File: src/rtl/tsv_pkg.sv
`timescale 1ns/1ps
package tsv_pkg;
  // register word addresses
  localparam int ADDR_W = 2;
  localparam logic [ADDR_W-1:0] ADDR_STATUS   = 2'd0;
  localparam logic [ADDR_W-1:0] ADDR_VEC_BASE = 2'd1;
  // number of sources that own a vector register
  localparam int N_VEC = 2;
endpackage

File: src/rtl/tsv_rst_sync.sv
`timescale 1ns/1ps
module tsv_rst_sync #(
  parameter int STAGES = 2
) (
  input  logic clk,
  input  logic arst_n,
  output logic srst_n
);
  logic [STAGES-1:0] sync_q;
  logic [STAGES-1:0] sync_nxt;

  always_comb begin
    sync_nxt = {sync_q[STAGES-2:0], 1'b1};
  end

  always_ff @(posedge clk or negedge arst_n) begin
    if (!arst_n) sync_q <= '0;
    else         sync_q <= sync_nxt;
  end

  assign srst_n = sync_q[STAGES-1];
endmodule

File: src/rtl/tsv_status_reg.sv
`timescale 1ns/1ps
module tsv_status_reg #(
  parameter int DATA_W = 32
) (
  input  logic              clk,
  input  logic              rst_n,
  input  logic              tog_en,
  input  logic [DATA_W-1:0] tog_mask,
  input  logic [DATA_W-1:0] evt_set,
  output logic [DATA_W-1:0] status,
  output logic [DATA_W-1:0] rise
);
  logic [DATA_W-1:0] stat_nxt;
  logic              stat_upd;

  // toggle first, then hardware sets override
  always_comb begin
    stat_nxt = status;
    if (tog_en) stat_nxt = stat_nxt ^ tog_mask;
    stat_nxt = stat_nxt | evt_set;
  end

  assign stat_upd = tog_en | (|evt_set);
  assign rise     = stat_nxt & ~status;

  always_ff @(posedge clk or negedge rst_n) begin
    if (!rst_n)        status <= '0;
    else if (stat_upd) status <= stat_nxt;
  end

  assert_toggle_R2: assert property (@(posedge clk) disable iff (!rst_n)
    (tog_en && evt_set == '0) |=> status == ($past(status) ^ $past(tog_mask)));

  assert_hold_R2: assert property (@(posedge clk) disable iff (!rst_n)
    (!tog_en && evt_set == '0) |=> $stable(status));

  assert_evt_sets_R4: assert property (@(posedge clk) disable iff (!rst_n)
    (evt_set != '0) |=> ((status & $past(evt_set)) == $past(evt_set)));

  assert_evt_wins_R5: assert property (@(posedge clk) disable iff (!rst_n)
    (tog_en && (tog_mask & evt_set) != '0) |=>
      ((status & $past(tog_mask & evt_set)) == $past(tog_mask & evt_set)));
endmodule

File: src/rtl/tsv_vec_reg.sv
`timescale 1ns/1ps
module tsv_vec_reg #(
  parameter int VEC_W = 3
) (
  input  logic             clk,
  input  logic             rst_n,
  input  logic             wen,
  input  logic [VEC_W-1:0] wdata,
  output logic [VEC_W-1:0] vec
);
  logic [VEC_W-1:0] vec_nxt;

  always_comb begin
    vec_nxt = vec;
    if (wen) vec_nxt = wdata;
  end

  always_ff @(posedge clk or negedge rst_n) begin
    if (!rst_n)   vec <= '0;
    else if (wen) vec <= vec_nxt;
  end

  assert_vec_load_R7: assert property (@(posedge clk) disable iff (!rst_n)
    wen |=> vec == $past(wdata));

  assert_vec_hold_R7: assert property (@(posedge clk) disable iff (!rst_n)
    !wen |=> $stable(vec));
endmodule

File: src/rtl/tsv_trig_route.sv
`timescale 1ns/1ps
module tsv_trig_route #(
  parameter int N_VEC    = 2,
  parameter int N_THREAD = 4,
  parameter int THR_W    = 2
) (
  input  logic                         clk,
  input  logic                         rst_n,
  input  logic [N_VEC-1:0]             src_rise,
  input  logic [N_VEC-1:0][THR_W:0]    vec,
  output logic [N_THREAD-1:0]          trig_n
);
  logic [N_THREAD-1:0] hit;
  logic [N_THREAD-1:0] trig_q;
  logic [N_VEC-1:0]    vec_valid;

  for (genvar v = 0; v < N_VEC; v++) begin : g_valid
    assign vec_valid[v] = vec[v][THR_W];
  end

  for (genvar t = 0; t < N_THREAD; t++) begin : g_thread
    always_comb begin
      hit[t] = 1'b0;
      for (int v = 0; v < N_VEC; v++) begin
        if (src_rise[v] && vec_valid[v] && (vec[v][THR_W-1:0] == THR_W'(t)))
          hit[t] = 1'b1;
      end
    end
  end

  always_ff @(posedge clk or negedge rst_n) begin
    if (!rst_n) trig_q <= '0;
    else        trig_q <= hit;
  end

  assign trig_n = ~trig_q;

  assert_trig_cause_R3: assert property (@(posedge clk) disable iff (!rst_n)
    (|trig_q) |-> $past(|(src_rise & vec_valid)));

  assert_unrouted_R6: assert property (@(posedge clk) disable iff (!rst_n)
    (vec_valid == '0) |=> (trig_q == '0));

  assert_pulse_R3: assert property (@(posedge clk) disable iff (!rst_n)
    (src_rise == '0) |=> (trig_q == '0));
endmodule

File: src/rtl/tsv_irq_unit.sv
`timescale 1ns/1ps
module tsv_irq_unit #(
  parameter int DATA_W   = 32,
  parameter int N_THREAD = 4,
  parameter int SRC_A    = 16,
  parameter int SRC_B    = 17
) (
  input  logic                      clk,
  input  logic                      rst_n,
  input  logic [tsv_pkg::ADDR_W-1:0] bus_addr,
  input  logic                      bus_wen,
  input  logic [DATA_W-1:0]         bus_wdata,
  output logic [DATA_W-1:0]         bus_rdata,
  input  logic [DATA_W-1:0]         evt_set,
  output logic [N_THREAD-1:0]       trig_n
);
  import tsv_pkg::*;

  localparam int THR_W = (N_THREAD > 1) ? $clog2(N_THREAD) : 1;
  localparam int VEC_W = THR_W + 1;
  localparam logic [DATA_W-1:0] VEC_SRC_MASK =
    (DATA_W'(1) << SRC_A) | (DATA_W'(1) << SRC_B);

  logic                         rst_int_n;
  logic                         stat_wen;
  logic [DATA_W-1:0]            status;
  logic [DATA_W-1:0]            rise;
  logic [N_VEC-1:0][VEC_W-1:0]  vec;
  logic [N_VEC-1:0]             vec_rise;

  tsv_rst_sync #(.STAGES(2)) u_rst_sync (
    .clk    (clk),
    .arst_n (rst_n),
    .srst_n (rst_int_n)
  );

  assign stat_wen = bus_wen && (bus_addr == ADDR_STATUS);

  tsv_status_reg #(.DATA_W(DATA_W)) u_status (
    .clk      (clk),
    .rst_n    (rst_int_n),
    .tog_en   (stat_wen),
    .tog_mask (bus_wdata),
    .evt_set  (evt_set),
    .status   (status),
    .rise     (rise)
  );

  for (genvar v = 0; v < N_VEC; v++) begin : g_vec
    logic wen_v;
    assign wen_v = bus_wen && (bus_addr == (ADDR_VEC_BASE + ADDR_W'(v)));
    tsv_vec_reg #(.VEC_W(VEC_W)) u_vec (
      .clk   (clk),
      .rst_n (rst_int_n),
      .wen   (wen_v),
      .wdata (bus_wdata[VEC_W-1:0]),
      .vec   (vec[v])
    );
  end

  assign vec_rise = {rise[SRC_B], rise[SRC_A]};

  tsv_trig_route #(.N_VEC(N_VEC), .N_THREAD(N_THREAD), .THR_W(THR_W)) u_route (
    .clk      (clk),
    .rst_n    (rst_int_n),
    .src_rise (vec_rise),
    .vec      (vec),
    .trig_n   (trig_n)
  );

  always_comb begin
    bus_rdata = '0;
    if (bus_addr == ADDR_STATUS) bus_rdata = status;
    for (int v = 0; v < N_VEC; v++) begin
      if (bus_addr == (ADDR_VEC_BASE + ADDR_W'(v)))
        bus_rdata = {{(DATA_W-VEC_W){1'b0}}, vec[v]};
    end
  end

  assert_only_vectored_R9: assert property (@(posedge clk) disable iff (!rst_int_n)
    ((rise & ~VEC_SRC_MASK) != '0 && vec_rise == '0) |=> (&trig_n));

  assert_reset_idle_R1: assert property (@(posedge clk)
    !rst_int_n |-> (&trig_n));
endmodule

File: config.mk
export PLATFORM = sky130hd
export DESIGN_NAME = tsv_irq_unit
export DESIGN_NICKNAME = d
export VERILOG_FILES = /design/src/rtl/tsv_pkg.sv /design/src/rtl/tsv_rst_sync.sv /design/src/rtl/tsv_status_reg.sv /design/src/rtl/tsv_vec_reg.sv /design/src/rtl/tsv_trig_route.sv /design/src/rtl/tsv_irq_unit.sv
export SDC_FILE = /design/constraint.sdc
export NUM_CORES = 1
export LEC_CHECK = 0
export BUFFER_PORTS_ARGS = -buffer_cell sky130_fd_sc_hd__buf_2
export CORE_ASPECT_RATIO = 2
export CORE_UTILIZATION = 50
export CTS_CLUSTER_DIAMETER = 50
export DETAILED_ROUTE_END_ITERATION = 8
export PLACE_DENSITY = 0.92
export SYNTH_ARGS = -nofsm -noshare
export SYNTH_HDL_FRONTEND = slang
export SYNTH_SLANG_ARGS = --single-unit
File: constraint.sdc
create_clock -name clk -period 2 [get_ports clk]
set_input_delay 0.2 -clock clk [delete_from_list [all_inputs] [get_ports clk]]
set_output_delay 0.2 -clock clk [all_outputs]
set_load 0.1 [all_outputs]
**After elaboration in Yosys (flattened, before gate mapping)**

Cells that the tools add are included.

- Add/sub/neg operators: 0
- Multiply operators: 0
- Divide/modulo/power cells: 0
- Magnitude comparators: 0
- Equal/unequal tests: 8
- Shifts and indexed selects: 0
- Mux-type cells: 12
- Bitwise operators: 6
- Reductions and logical operators: 17

Operator list:

| cell | count |
|---|---|
| 32-bit two-way mux | 4 |
| 32-bit OR | 1 |
| 32-bit OR reduction | 1 |
| 32-bit bitwise XOR | 1 |
| 18-bit bitwise AND | 1 |
| 18-bit inverter | 1 |
| 1-bit logical AND | 13 |
| 2-bit == test (second input constant) | 5 |
| 1-bit two-way mux | 8 |
| 2-bit by 1-bit == test with 1-bit output (second input constant) | 3 |
| 2-bit logical NOT | 3 |
| 4-bit inverter | 1 |
| 1-bit OR | 1 |

- Flip-flop bits (word level): 44
- Bits in latches: 0
- RAM bits: 0
- ROM bits: 0
- Input port bits: 69
- Output and inout bits: 36
- Logic and storage cells: 48
- Memories kept: 0

**Logic depth before layout (Yosys ltp)**

Gate-level depths: netlist of the first run.

- Depth after elaboration: 9
- Gate-level depth with buffers: 5
- Depth with buffers taken out: 3

**By module**

From an unflattened synthesis of the first run, not the netlist that was laid out.

- Cells, all modules: 280
- Area, all modules: 2601.2 sq um

Modules (own cells, without submodules):

| module | times used | cells an instance | area an instance (sq um) | seq. area each (sq um) |
|---|---|---|---|---|
| tsv_status_reg | 1 | 202 | 1745.4 | 800.8 |
| tsv_irq_unit | 1 | 45 | 402.9 | 0.0 |
| tsv_vec_reg | 2 | 6 | 108.9 | 75.1 |
| tsv_trig_route | 1 | 18 | 181.4 | 100.1 |
| tsv_rst_sync | 1 | 3 | 53.8 | 50.0 |

**Worst setup path before layout of the first run**

Ideal clock, no wire load.

- Kind: input-to-output
- From: in bus_addr[1] (netlist name)
- To: out bus_rdata[0]
- Arrival time: 2.591 ns
- Required time: 1.800 ns
- Path slack: -0.791 ns
- Stages on the path: 3
- Path buffers: 1
- Cells stage by stage: buf_2 mux2i_1 o21ai_0

- Longest elaborated chain between the ends: 4
- Elaborated cells between the ends (all ways): 6
- Classes of those cells: eq/ne: 2; mux: 3; reduce/logical: 1

RTL lines:

| item | RTL line | source |
|---|---|---|
| start: declaration | tsv_irq_unit.sv:10 | `input logic [tsv_pkg::ADDR_W-1:0] bus_addr,` |
| 2-bit logical NOT | tsv_irq_unit.sv:73 | `if (bus_addr == ADDR_STATUS) bus_rdata = status;` |
| 32-bit two-way mux | tsv_irq_unit.sv:73 |  |
| 32-bit two-way mux | tsv_irq_unit.sv:75 | `if (bus_addr == (ADDR_VEC_BASE + ADDR_W'(v)))` |
| 32-bit two-way mux (*) | tsv_irq_unit.sv:75 |  |
| end: declaration | tsv_irq_unit.sv:13 | `output logic [DATA_W-1:0] bus_rdata,` |

Every way passes the cells marked *; elsewhere a longest branch is shown, timed or not.

**Worst setup path after layout of the first run**

- From: reg g_vec[1].u_vec.vec[0]
- To: out bus_rdata[0]

- Longest elaborated chain between the ends: 1

RTL lines:

| item | RTL line | source |
|---|---|---|
| start: declaration | tsv_vec_reg.sv:9 | `output logic [VEC_W-1:0] vec` |
| start signal: assignment | tsv_vec_reg.sv:20 | `else if (wen) vec <= vec_nxt;` |
| 32-bit two-way mux | tsv_irq_unit.sv:75 |  |

Every way passes these cells.

==> reports/results.txt, run 1 <==
Dominant cell type by area after synthesis: dfrtp_1
I/O Buffers: 104
Largest family of logic cells by synthesized area: simple AND/OR/NAND/NOR gates
Hold_sp: evt_set[29]
R2R Path End: u_route.trig_q[2]
EDFF count, synth: 0
Crit-path max FO: 5
Post-synth top area share: 0.495
Die width: 49.1 um
Commonest cells after routing, fill and taps aside: buf_2, dfrtp_1, a21oi_1, and3_1, o21bai_1
Largest delay share family, worst path: flip-flops
Clock Sinks: 44
Worst path cell trace: mux2i_1 -> o21ai_2 -> buf_2
Cell Rows: 34
Placed insts: 371
Top area cells in the synthesized netlist: dfrtp_1, o21bai_1, and3_1
Reg2reg start: g_vec[0].u_vec.vec[2]
Post-synthesis async set-or-reset flop share: 1.00
Critical path arrival: 1.42 ns
Worst r2r path cells: 3
Setup bufs post-CTS: 0
Place WS: 0.581 ns
Final wirelength: 5690 um
Synthesized area: 2220 um2
Layout cells sized above 1: 0.390
CTS H-tree lvls: 2
Mux cell area share after synthesis: 0.0439
Initial DRC count: 41
CP peak stage delay: 0.44 ns
Post-Route Setup TNS: 0 ns
Peak supply drop: 592 uV
Post-synth net total: 289
Final hold viol count: 0
Core box area: 4300 um2
Ant diodes: 0
Final Max Tran Viols: 0
DP HPWL: 4380 um
Final setup vio count: 0
Worst Setup End Kind: output pin
IO Count: 105
FF+latch count, synth: 44
Hold Path Class: in -> reg
Required @ worst endpoint: 1.80 ns
Fin cells: 380
Max-cap violations: 0
Total congestion overflow: 0
Fin area: 3340 um2
Crit. Startpoint: g_vec[1].u_vec.vec[0]
Synth Area in Simple Gates: 0.219
Worst hold stages: 2
# resized after CTS: 0
Status: finished clean
Sequential-to-total area share from yosys stat: 0.495
Largest net degree at the start of global routing: 64
Fin crit share: 0.812
Layout fillers: 307
Die height: 96.3 um
Drt first pass iters: 4
Via/cell ratio: 5.44
Mean Syn Cell Area: 10.1 um2
Xor/xnor share of the synthesized area: 0.00394
GRT Total Usage: 0.248
Minimum clock period: 1.62 ns
CTS tree: yes
Main flop type after synthesis: dfrtp_1
Clk_lat worst skew: 0.29 ns
# hold bufs at CTS: 1
Synth-to-layout area growth: 50.4%
Most common cell after layout, fill and taps aside: buf_2
GPL Wtd Cong: 0.849
FF-to-FF setup slack: 0.94 ns
Routed length per placed instance: 15.0 um
Hold EP: u_status.status[29]
Setup ws final: 0.377 ns
Netlist cell types: 26
Initial core utilization: 0.517
Buf/Inv on CP: 1
Syn. warnings: 0
Pwr Density: 692 nW/um2
Fin Clk Skew: 0.00301 ns
Synthesized instance count: 220
Total CTS buffers: 5
DRC: 0
Fmax: 0.616 GHz
Die area: 4730 um2
Post-synthesis compound-gate area fraction: 0.202
RSZ-0062 raised after global routing: no
Clock buffer depth: 2
Post-DP Area: 3240 um2
Leakage: 1.67 nW
Initial antenna violation count: 0
Crit path kind: reg -> out
CP max stage cell: dfrtp_1
Root buffer cell: clkbuf_8
Global-route wire length before repair: 8870 um
Final #Nets: 394
Vias in the first global route: 2,001
Element type at the critical path start: register
Clock Pin Slew Worst Setup and Hold Paths: 0.08 ns
Adder-Cell Fraction of Synth Area: 0
DR vias: 2,066
Antenna Nets Post-Route: 0
[how the worst max path moves through the flow]
| stage | cells past startpoint | end | slack, ns |
|---|---|---|---|
| 6_report | 3 | bus_rdata[0] | 0.38 |
| 3_3_place_gp | 5 | bus_rdata[0] | 0.63 |
| 2_1_floorplan | 5 | bus_rdata[21] | 0.12 |
| 3_5_place_dp | 5 | bus_rdata[1] | 0.58 |
| 4_1_cts | 3 | bus_rdata[0] | 0.39 |
| 5_1_grt | 3 | bus_rdata[0] | 0.30 |
[synthesized netlist by cell type, drive strengths merged (3+ instances only)]
cell type   n
a21oi      32
and2       29
and3       31
buf         4
clkbuf      6
dfrtp      44
inv         6
mux2        6
mux2i       3
nand2       5
nand3b      3
o21ai       3
o21bai     31
o22ai       4
[report_power, final]
group          switching, mW  internal [mW]  leakage [nW]  total (mW)
Sequential            0.0552          0.937         0.440       0.992
Clock                  0.292          0.276        0.0510       0.568
Combinational          0.475          0.277          1.18       0.751
[cell type report]
class	count	area, um2	area share
sequential	44	1100	0.330
multi-input combinational	160	1060	0.316
timing repair buffer	108	1000	0.300
clock buffer	6	82.6	0.0247
tap	54	67.6	0.0202
inverter	6	22.5	0.00674
clock inverter	2	10.0	0.00300
[metrics by stage]
stage,utilization,power (mW),hold slack (ns)
3_5_place_dp,0.754,1.76,-0.0107
5_1_grt,0.778,2.40,0.0918
2_1_floorplan,-,1.47,-0.0956
3_3_place_gp,0.754,1.74,-0.0108
4_1_cts,0.778,2.33,0.0935
6_report,0.778,2.31,0.0982
[flip-flops by register name, summed over array words and instances, names as in the netlist]
name	count
u_rst_sync.sync_q	2
g_vec.u_vec.vec	6
u_route.trig_q	4
u_status.status	32
[metal layers]
layer | track usage | part of all wire | routed length [um]
met3 | 0.0427 | 0.043 | 246
met5 | 0 | 0 | 0
met4 | 0.0858 | 0.016 | 92
met2 | 0.510 | 0.61 | 3450
met1 | 0.235 | 0.33 | 1900
[cells by family after synthesis]
kind of cell	count (synthesis)
AOI/OAI and AO/OA	72
xor gates and xnor gates	1
buffers and inverters	16
DFF	44
muxes	9
other	1
and+or+nand+nor	77
Note: power is estimated with default switching activity, not from simulation.
==> run 2, diff against run 1 <==
- CORE_UTILIZATION: 50 -> 42
- PLACE_DENSITY: 0.92 -> 0.83
- clock period: 2 -> 1.44 ns (I/O delays scaled with it)
==> reports/results.txt, run 2 (same netlist as run 1, synthesis figures left out) <==
Final Max Tran Viols: 0 (unchanged)
Crit path kind: reg -> out
Fin cells: 385 (+1.3%)
Biggest register: u_status.status
Antenna Nets Post-Route: 0 (unchanged)
Worst Setup End Kind: output pin
Required @ worst endpoint: 1.30 ns (-0.50 ns)
Final wirelength: 5760 um (+1.3%)
CTS tree: yes
Register area: 1100 um2 (+0.11%)
Worst path cell trace: mux2i_1 -> o21ai_2 -> buf_12
Root buffer cell: clkbuf_8
Crit-path max FO: 5 (unchanged)
Ant diodes: 0 (unchanged)
Largest registers: u_status.status: 32 flops, g_vec.u_vec.vec: 6 flops, u_route.trig_q: 4 flops
Peak supply drop: 818 uV (+38%)
Minimum clock period: 1.32 ns
Reg2reg start: u_status.status[16]
Buf/Inv on CP: 1 (unchanged)
Initial antenna violation count: 0 (unchanged)
Post-Route Setup TNS: 0 ns (unchanged)
Clock Pin Slew Worst Setup and Hold Paths: 0.08 ns (about the same)
Hold Path Class: in -> reg
Layout fillers: 397 (+29%)
Hold EP: u_status.status[23]
Die width: 53.4 um (+8.7%)
RSZ-0062 raised after global routing: no
Crit. Startpoint: g_vec[1].u_vec.vec[0]
Total CTS buffers: 5 (unchanged)
Final #Nets: 396 (+0.51%)
Leakage: 1.72 nW (+2.9%)
GPL Wtd Cong: 0.817 (-3.7%)
Fmax: 0.760 GHz
Die area: 5600 um2 (+18%)
GRT Total Usage: 0.219 (-0.0287)
Vias in the first global route: 2,056 (+2.7%)
CTS H-tree lvls: 2 (unchanged)
Fin Clk Skew: 0.00256 ns (-0.000448 ns)
Clock Sinks: 44 (unchanged)
Die height: 105 um (+8.9%)
Global-route wire length before repair: 8960 um (+1.0%)
Core box area: 5090 um2 (+19%)
Clock buffer depth: 2 (unchanged)
Placed insts: 377 (+1.6%)
Via/cell ratio: 5.35 (-1.6%)
Status: finished clean
Cell Rows: 37 (+8.8%)
Number of flip-flops in the largest register: 32 (unchanged)
Most common cell after layout, fill and taps aside: buf_2
Synth-to-layout area growth: 55.5%
Largest net degree at the start of global routing: 43 (-33%)
Final setup vio count: 0 (unchanged)
Initial DRC count: 63 (+54%)
DRC: 0 (unchanged)
IO Count: 105 (unchanged)
Final hold viol count: 0 (unchanged)
FF-to-FF setup slack: 0.35 ns (-0.59 ns)
Max-cap violations: 0 (unchanged)
Pwr Density: 975 nW/um2 (+41%)
CP max stage cell: dfrtp_2
CP peak stage delay: 0.44 ns (about the same)
Fin crit share: 0.914
Routed length per placed instance: 15.0 um (about the same)
Worst hold stages: 2 (unchanged)
Initial core utilization: 0.436 (-0.0808)
Element type at the critical path start: register
Layout cells sized above 1: 0.480 (+0.0906)
DR vias: 2,060 (-0.29%)
Hold_sp: evt_set[23]
Drt first pass iters: 4 (unchanged)
Critical path arrival: 1.17 ns (-0.25 ns)
Commonest cells after routing, fill and taps aside: buf_2, dfrtp_1, buf_12, a21oi_1
Total congestion overflow: 0 (unchanged)
DP HPWL: 4480 um (+2.4%)
Worst r2r path cells: 3 (unchanged)
Clk_lat worst skew: 0.29 ns (about the same)
I/O Buffers: 104 (unchanged)
Multi-input gate area: 1090 um2 (+3.6%)
R2R Path End: u_route.trig_q[2]
Largest delay share family, worst path: flip-flops
==> run 2: cell types whose count changed in the layout (fill, tap and decap cells not counted), sizes merged <==
cell,before,now
buf,107,109
clkinv,2,0
bufinv,0,1
==> run 2: per-stage QoR <==
stage	utilization	setup slack (ns)	area, um2	total power, mW	hold slack, ns
global route	0.679	0.0421	3460	3.52	0.0253
global placement	0.656	0.219	3340	2.48	-0.0711
floorplan	-	-0.0499	2270	2.05	-0.152
detailed placement	0.656	0.140	3340	2.50	-0.0688
CTS	0.678	0.0423	3450	3.41	0.0323
finish	0.679	0.124	3460	3.37	0.0433
==> run 2: timing repair <==
item                                    in CTS  in global routing
buffers inserted                             0                  0
hold buffers                                 1                  0
gates resized for setup                      0                  1
endpoints found under the setup margin       0                  1
hold endpoints to repair                     2                  0
==> run 2: cell type report <==
class | count | share of cell area
tap | 58 | 0.0210
sequential | 44 | 0.319
clock inverter | 1 | 0.00869
inverter | 6 | 0.00652
multi-input combinational | 160 | 0.316
clock buffer | 6 | 0.0210
timing repair buffer | 110 | 0.307
==> run 2: power breakdown <==
group / switching, mW / total (mW) / internal, mW
clock network: 0.382 / 0.890 / 0.508
logic: 0.677 / 1.12 / 0.438
registers: 0.0625 / 1.37 / 1.30
total: 1.12 / 3.37 / 2.25
==> run 2: worst max-delay path by stage <==
stage | to | slack, ns | cells after the start
floorplan | bus_rdata[21] | -0.05 | 5
global placement | u_route.trig_q[1] | 0.22 | 5
detailed placement | u_route.trig_q[1] | 0.14 | 5
CTS | bus_rdata[0] | 0.04 | 3
global route | bus_rdata[0] | 0.04 | 3
finish | bus_rdata[0] | 0.12 | 3
==> run 2: worst register-to-register path, cell delays in order, from the launching register on <==
cell,delay [ns]
dfrtp_1,0.41
nor2b_1,0.23
nand3b_1,0.14
o22ai_1,0.21
==> run 2: routing by layer <==
metal	up-vias	part of all wire	track usage
met4	0	0.046	0.130
met1	981	0.35	0.219
met2	73	0.56	0.388
li1	986	-	-
met5	-	0	0
met3	20	0.037	0.0437
